<file path="config.mk">
export PLATFORM = sky130hd
export DESIGN_NAME = raster_timing_top
export DESIGN_NICKNAME = d
export VERILOG_FILES = /design/src/rtl/rtg_pkg.sv /design/src/rtl/rtg_shadow.sv /design/src/rtl/rtg_counters.sv /design/src/rtl/rtg_decode.sv /design/src/rtl/raster_timing_top.sv
export SDC_FILE = /design/constraint.sdc
export NUM_CORES = 1
export LEC_CHECK = 0
export BUFFER_PORTS_ARGS = -buffer_cell sky130_fd_sc_hd__buf_4
export CAP_MARGIN = 25
export CORE_ASPECT_RATIO = 0.5
export CORE_UTILIZATION = 65
export DETAILED_ROUTE_END_ITERATION = 8
export PLACE_DENSITY_LB_ADDON = 0.08
export SKIP_CTS_REPAIR_TIMING = 1
export SYNTH_ARGS = -nofsm -noshare
export SYNTH_HDL_FRONTEND = slang
export SYNTH_HIERARCHICAL = 1
export SYNTH_SLANG_ARGS = --single-unit
</file>
<file path="constraint.sdc">
create_clock -name clk -period 6.7 [get_ports clk]
set_input_delay 0.67 -clock clk [delete_from_list [all_inputs] [get_ports clk]]
set_output_delay 0.67 -clock clk [all_outputs]
set_load 0.02 [all_outputs]
</file>
<file path="src/rtl/rtg_pkg.sv">
package rtg_pkg;
   localparam int RTG_CW_DEF    = 16;
   localparam int RTG_NUM_FLAGS = 2;
   localparam int POL_HS        = 0;
   localparam int POL_VS        = 1;
   localparam int POL_DE        = 3;
   localparam int POL_W         = 4;
   localparam int FLAG0_BACKOFF = 3;
endpackage

</file>
<file path="src/rtl/rtg_shadow.sv">
module rtg_shadow #(
   parameter int W = 8
) (
   input  logic         clk,
   input  logic         rst_n,
   input  logic         cfg_done,
   input  logic         frame_wrap,
   input  logic [W-1:0] d_in,
   output logic [W-1:0] q_live
);
   logic [W-1:0] shadow_q;
   logic         pending_q;

   if (W < 1) begin : g_w_chk
      $error("rtg_shadow: W must be positive");
   end

   always_ff @(posedge clk or negedge rst_n) begin
      if (!rst_n) begin
         shadow_q  <= '0;
         q_live    <= '0;
         pending_q <= 1'b0;
      end else begin
         if (frame_wrap && pending_q)
            q_live <= shadow_q;
         if (cfg_done)
            shadow_q <= d_in;
         pending_q <= cfg_done | (pending_q & ~frame_wrap);
      end
   end

   // live configuration only moves on a frame wrap
   a_r12_live_hold: assert property (@(posedge clk) disable iff (!rst_n)
      !frame_wrap |=> $stable(q_live));
endmodule

</file>
<file path="src/rtl/rtg_counters.sv">
module rtg_counters #(
   parameter int CW = 16
) (
   input  logic          clk,
   input  logic          rst_n,
   input  logic [CW-1:0] h_tot,
   input  logic [CW-1:0] v_tot,
   output logic [CW-1:0] h_cnt,
   output logic [CW-1:0] v_cnt,
   output logic          frame_wrap
);
   localparam int XW = CW + 1;

   logic h_last, v_last;

   if (CW < 4) begin : g_cw_chk
      $error("rtg_counters: CW must be at least 4");
   end

   assign h_last     = (XW'(h_cnt) + XW'(1)) >= XW'(h_tot);
   assign v_last     = (XW'(v_cnt) + XW'(1)) >= XW'(v_tot);
   assign frame_wrap = h_last & v_last;

   always_ff @(posedge clk or negedge rst_n) begin
      if (!rst_n) begin
         h_cnt <= '0;
         v_cnt <= '0;
      end else if (h_last) begin
         h_cnt <= '0;
         v_cnt <= v_last ? '0 : v_cnt + 1'b1;
      end else begin
         h_cnt <= h_cnt + 1'b1;
      end
   end

   // pixel count stays inside the programmed line
   a_r2_h_bound: assert property (@(posedge clk) disable iff (!rst_n)
      (h_tot != '0) |-> (h_cnt < h_tot));
   // line count stays inside the programmed frame
   a_r3_v_bound: assert property (@(posedge clk) disable iff (!rst_n)
      (v_tot != '0) |-> (v_cnt < v_tot));
endmodule

</file>
<file path="src/rtl/rtg_decode.sv">
module rtg_decode #(
   parameter int CW = 16,
   parameter int NF = rtg_pkg::RTG_NUM_FLAGS
) (
   input  logic                     clk,
   input  logic                     rst_n,
   input  logic [CW-1:0]            h_cnt,
   input  logic [CW-1:0]            v_cnt,
   input  logic [CW-1:0]            h_sw,
   input  logic [CW-1:0]            h_st,
   input  logic [CW-1:0]            h_end,
   input  logic [CW-1:0]            v_sw,
   input  logic [CW-1:0]            v_st,
   input  logic [CW-1:0]            v_end,
   input  logic [CW-1:0]            v_st1,
   input  logic [CW-1:0]            v_end1,
   input  logic [CW-1:0]            vs1_st,
   input  logic [CW-1:0]            vs1_end,
   input  logic [CW-1:0]            flag1_line,
   input  logic [rtg_pkg::POL_W-1:0] pol,
   input  logic                     ilace,
   input  logic                     standby,
   output logic                     hsync,
   output logic                     vsync,
   output logic                     de,
   output logic                     field,
   output logic [NF-1:0]            flag_pulse
);
   import rtg_pkg::*;

   logic          hs_a, vs_a, de_a, hde, vde, line_start;
   logic [CW-1:0] last_end;
   logic [CW-1:0] flag_line [NF];

   if (NF != 2) begin : g_nf_chk
      $error("rtg_decode: exactly two line flags are supported");
   end

   assign hs_a = (h_cnt < h_sw) & ~standby;
   assign vs_a = ((v_cnt < v_sw) |
                  (ilace & (v_cnt >= vs1_st) & (v_cnt < vs1_end))) & ~standby;
   assign hde  = (h_cnt >= h_st) & (h_cnt < h_end);
   assign vde  = ((v_cnt >= v_st) & (v_cnt < v_end)) |
                 (ilace & (v_cnt >= v_st1) & (v_cnt < v_end1));
   assign de_a = hde & vde & ~standby;

   assign hsync = pol[POL_HS] ? hs_a : ~hs_a;
   assign vsync = pol[POL_VS] ? vs_a : ~vs_a;
   assign de    = pol[POL_DE] ? de_a : ~de_a;
   assign field = ilace & (v_cnt >= vs1_st);

   assign last_end     = ilace ? v_end1 : v_end;
   assign flag_line[0] = last_end - CW'(FLAG0_BACKOFF);
   assign flag_line[1] = flag1_line;
   assign line_start   = (h_cnt == '0);

   for (genvar g = 0; g < NF; g++) begin : g_flag
      assign flag_pulse[g] = line_start & (v_cnt == flag_line[g]);
   end

   // field can only change at a line boundary
   a_r6_field_line: assert property (@(posedge clk) disable iff (!rst_n)
      (h_cnt != '0) |-> $stable(field));
endmodule

</file>
<file path="src/rtl/raster_timing_top.sv">
module raster_timing_top #(
   parameter int CW = rtg_pkg::RTG_CW_DEF
) (
   input  logic            clk,
   input  logic            rst_n,
   input  logic            cfg_done,
   input  logic [2*CW-1:0] cfg_h_timing,
   input  logic [2*CW-1:0] cfg_h_active,
   input  logic [2*CW-1:0] cfg_v_timing,
   input  logic [2*CW-1:0] cfg_v_active,
   input  logic [2*CW-1:0] cfg_v_active_f1,
   input  logic [2*CW-1:0] cfg_vsync_f1,
   input  logic [CW-1:0]   cfg_flag1_line,
   input  logic [3:0]      cfg_polarity,
   input  logic            cfg_interlace,
   input  logic            cfg_standby,
   input  logic [1:0]      flag_clr,
   output logic            hsync,
   output logic            vsync,
   output logic            de,
   output logic            field,
   output logic [1:0]      flag_pulse,
   output logic [1:0]      flag_sticky
);
   import rtg_pkg::*;

   localparam int NF    = RTG_NUM_FLAGS;
   localparam int CFG_W = 13 * CW + POL_W + 2;

   logic [CFG_W-1:0] cfg_in, cfg_live;
   logic [CW-1:0]    l_htot, l_hsw, l_hst, l_hend, l_vtot, l_vsw, l_vst, l_vend;
   logic [CW-1:0]    l_vst1, l_vend1, l_vs1st, l_vs1end, l_fl1;
   logic [POL_W-1:0] l_pol;
   logic             l_il, l_sb;
   logic [CW-1:0]    h_cnt, v_cnt;
   logic             frame_wrap;
   logic             unused_pol_bit;

   if (CW < 4 || CW > 16) begin : g_cw_chk
      $error("raster_timing_top: CW must lie in 4..16");
   end

   assign unused_pol_bit = cfg_polarity[2];

   assign cfg_in = {cfg_h_timing, cfg_h_active, cfg_v_timing, cfg_v_active,
                    cfg_v_active_f1, cfg_vsync_f1, cfg_flag1_line,
                    cfg_polarity, cfg_interlace, cfg_standby};

   assign {l_htot, l_hsw, l_hst, l_hend, l_vtot, l_vsw, l_vst, l_vend,
           l_vst1, l_vend1, l_vs1st, l_vs1end, l_fl1, l_pol, l_il, l_sb} = cfg_live;

   rtg_shadow #(.W(CFG_W)) u_shadow (
      .clk        (clk),
      .rst_n      (rst_n),
      .cfg_done   (cfg_done),
      .frame_wrap (frame_wrap),
      .d_in       (cfg_in),
      .q_live     (cfg_live)
   );

   rtg_counters #(.CW(CW)) u_cnt (
      .clk        (clk),
      .rst_n      (rst_n),
      .h_tot      (l_htot),
      .v_tot      (l_vtot),
      .h_cnt      (h_cnt),
      .v_cnt      (v_cnt),
      .frame_wrap (frame_wrap)
   );

   rtg_decode #(.CW(CW), .NF(NF)) u_dec (
      .clk        (clk),
      .rst_n      (rst_n),
      .h_cnt      (h_cnt),
      .v_cnt      (v_cnt),
      .h_sw       (l_hsw),
      .h_st       (l_hst),
      .h_end      (l_hend),
      .v_sw       (l_vsw),
      .v_st       (l_vst),
      .v_end      (l_vend),
      .v_st1      (l_vst1),
      .v_end1     (l_vend1),
      .vs1_st     (l_vs1st),
      .vs1_end    (l_vs1end),
      .flag1_line (l_fl1),
      .pol        (l_pol),
      .ilace      (l_il),
      .standby    (l_sb),
      .hsync      (hsync),
      .vsync      (vsync),
      .de         (de),
      .field      (field),
      .flag_pulse (flag_pulse)
   );

   for (genvar g = 0; g < NF; g++) begin : g_sticky
      always_ff @(posedge clk or negedge rst_n) begin
         if (!rst_n)
            flag_sticky[g] <= 1'b0;
         else
            flag_sticky[g] <= (flag_sticky[g] & ~flag_clr[g]) | flag_pulse[g];
      end

      // a flag pulse lasts one cycle on lines longer than one pixel
      a_r7_pulse_single: assert property (@(posedge clk) disable iff (!rst_n)
         (flag_pulse[g] && l_htot > CW'(1)) |=> !flag_pulse[g]);
      // a pulse always leaves the sticky bit set
      a_r9_sticky_set: assert property (@(posedge clk) disable iff (!rst_n)
         flag_pulse[g] |=> flag_sticky[g]);
      // a clear without a pulse drops the bit
      a_r9_sticky_clear: assert property (@(posedge clk) disable iff (!rst_n)
         (flag_clr[g] && !flag_pulse[g]) |=> !flag_sticky[g]);
   end
endmodule

</file>
==> impl_metrics.tcl <==
set metrics [dict create \
    status "finished, final reports clean" \
    tightest_slew_ns 0.942 \
    maxCapViolCount 0 \
    antenna_found_initial 1 \
    layout_min_cycle_time_ns 5.11 \
    slowest_delay_ns 0.72 \
    fmax_ghz 0.196 \
    grt_use_met1_pct 35.7 \
    finalPower_mw 8.97 \
    grt_pass1_wl_um 79100 \
    postRouteAntennaNets 0 \
    die-area_um2 36800 \
    cts_buffers 40 \
    die_h_um 136 \
    worst_setup_path_end_kind "register" \
    slew_headroom_pct 37.2 \
    yosysWarningCount 6 \
    min_path_type "input port to async pin" \
    nNetsFinal 2506 \
    cp_cell_sequence "ha_1, nand3_1, nor2_2, and3_1, nand3_1, xnor2_1, ha_1, and3_1, nand2b_1, a311o_1, o2111ai_1, buf_4, nor2_1, nor2_1, nand2_8, buf_4, mux2_1" \
    clock_latency_ns 0.56 \
    r2r_start "u_cnt/v_cnt[0]$_DFFE_PN0P_" \
    grt_pass1_vias 15400 \
    wl_um 48700 \
    design.core.area_um2 35000 \
    num_vias 14900 \
    routedWlPerCell_um 18.7 \
    clock_skew_ns 0.0144 \
    r2r_end "u_shadow/q_live[99]$_DFFE_PN0P_" \
    setup_tns_ns 0 \
    ios 227 \
    hold_viol_final 0 \
    fp.dieW_um 270 \
    fillers 2368 \
    finalCritPeriodShare_pct 76.3 \
    regToRegSetupSlack_ns 1.59 \
    cp-endpoint "u_shadow/q_live[99]$_DFFE_PN0P_" \
    slew_viol_final 0 \
    fin_util_pct 76.6 \
    critPathLaunch "u_cnt/v_cnt[0]$_DFFE_PN0P_" \
    grt_max_degree 167 \
    vias_per_cell 5.71 \
    r2r.worst_path.cells 17 \
    met2_usage_pct 48.1 \
    numPortBuffers 225 \
    diodes 0 \
    gr-usage-all-layers_pct 27.3 \
    rsz0062_at_grt "no" \
    root_buffer "clkbuf_16" \
    syn_nets 2272 \
    drc 0 \
    cellPowerDensity_nw_per_um2 335 \
    grtUsageMet3_pct 4.19 \
    dpl.hpwl_um 32900 \
    finalSetupViolations 0 \
    cp.arrival_ns 5.54 \
    hold_slack_ns 0.0927 \
    postSynthCellCount 1864 \
    clk_pin_slew_worst_paths_ns 0.07 \
    rows 48 \
    irDropWorstVdd_uv 230 \
    drtPass1Iterations 5 \
    syn-cell-area_um2 23400 \
    drive_above_1_share_pct 28.1 \
    dpl_worst_slack_ns 1.61 \
    cts_sinks 461 \
    grt.busiest_layer "met2" \
    overflow 0 \
    path_class "register to register" \
    cp_slowest_cell "dfrtp_1" \
    drt-initial-drc-count 900 \
    syn_to_final_growth_pct 14.3 \
    clockBufferDepth 3 \
    leakagePower_nw 12.9 \
    required_ns 7.13 \
    critPathMaxFanout 55 \
    start_util_pct 67.0 \
    cts_tree "yes" \
    cp-start-kind "register" \
    cts-htree-levels 2 \
    gp_congestion 0.849 \
    syn-mean-instance-area_um2 12.6 \
    setup_slack_ns 1.59 \
]
[flip-flops by register name, summed over array words and instances, names as in the netlist]
name,flops
u_cnt/h_cnt,16
u_cnt/v_cnt,16
u_shadow/q_live,213
u_shadow/shadow_q,213
flag_sticky,2
u_shadow/pending_q,1
[report_power, final]
group          switching, mW  leakage [nW]  internal (mW)
clock                   1.05         0.641           1.28
sequential             0.474          5.73           3.41
combinational           1.38          6.56           1.38
[metrics by stage]
step                cell area, µm²  instances
global route                 26800       2602
CTS                          26700       2601
global placement             25400       2530
floorplan                    23400       1864
finish                       26800       2602
detailed placement           25400       2530
[how the worst min path moves through the flow]
stage | from | to | cells after the start
floorplan | rst_n | flag_sticky[0]$_DFF_PN0_ | 0
global placement | u_shadow/shadow_q[174]$_DFFE_PN0P_ | u_shadow/q_live[174]$_DFFE_PN0P_ | 1
detailed placement | flag_sticky[0]$_DFF_PN0_ | flag_sticky[0]$_DFF_PN0_ | 1
CTS | rst_n | u_shadow/shadow_q[199]$_DFFE_PN0P_ | 1
global route | rst_n | u_shadow/shadow_q[199]$_DFFE_PN0P_ | 1
finish | rst_n | u_shadow/shadow_q[197]$_DFFE_PN0P_ | 1
[area by class of cell]
cell class	instances	area, µm²	share of cell area [%]
sequential	461	11500	43.1
multi-input combinational	1155	10700	39.8
timing repair buffer	249	1950	7.27
clock buffer	61	1190	4.45
inverter	191	717	2.68
tap	475	594	2.22
clock inverter	10	123	0.458
[layout by cell type, fill, tap and decap left out, drive strengths merged, types with 9 or more instances in the layout]
cell	instances
nand2	50
nor3	23
mux2i	11
buf	248
a211oi	14
ha	189
nand4	29
nand3	22
and2	21
mux2	428
nand2b	9
a21oi	55
a22o	10
xor2	33
nor2	48
xnor2	39
inv	191
clkbuf	62
nor4	15
o21ai	52
a21o	18
dfrtp	461
[critical path: cells and delay by family (launching register included)]
kind / cells / cell delay (ns)
fa+ha+maj: 2 / 0.70
xor+xnor: 1 / 0.21
compound gates: 2 / 0.44
simple gates: 9 / 1.89
buf+inv: 2 / 0.61
flops: 1 / 0.72
mux: 1 / 0.36
[metal layers]
layer | routed length [µm] | vias to the layer above
met2 | 24200 | 320
met5 | 0 | -
li1 | - | 7026
met3 | 2180 | 70
met1 | 21300 | 7439
met4 | 1030 | 0
Power figures use the tool's default switching activity.
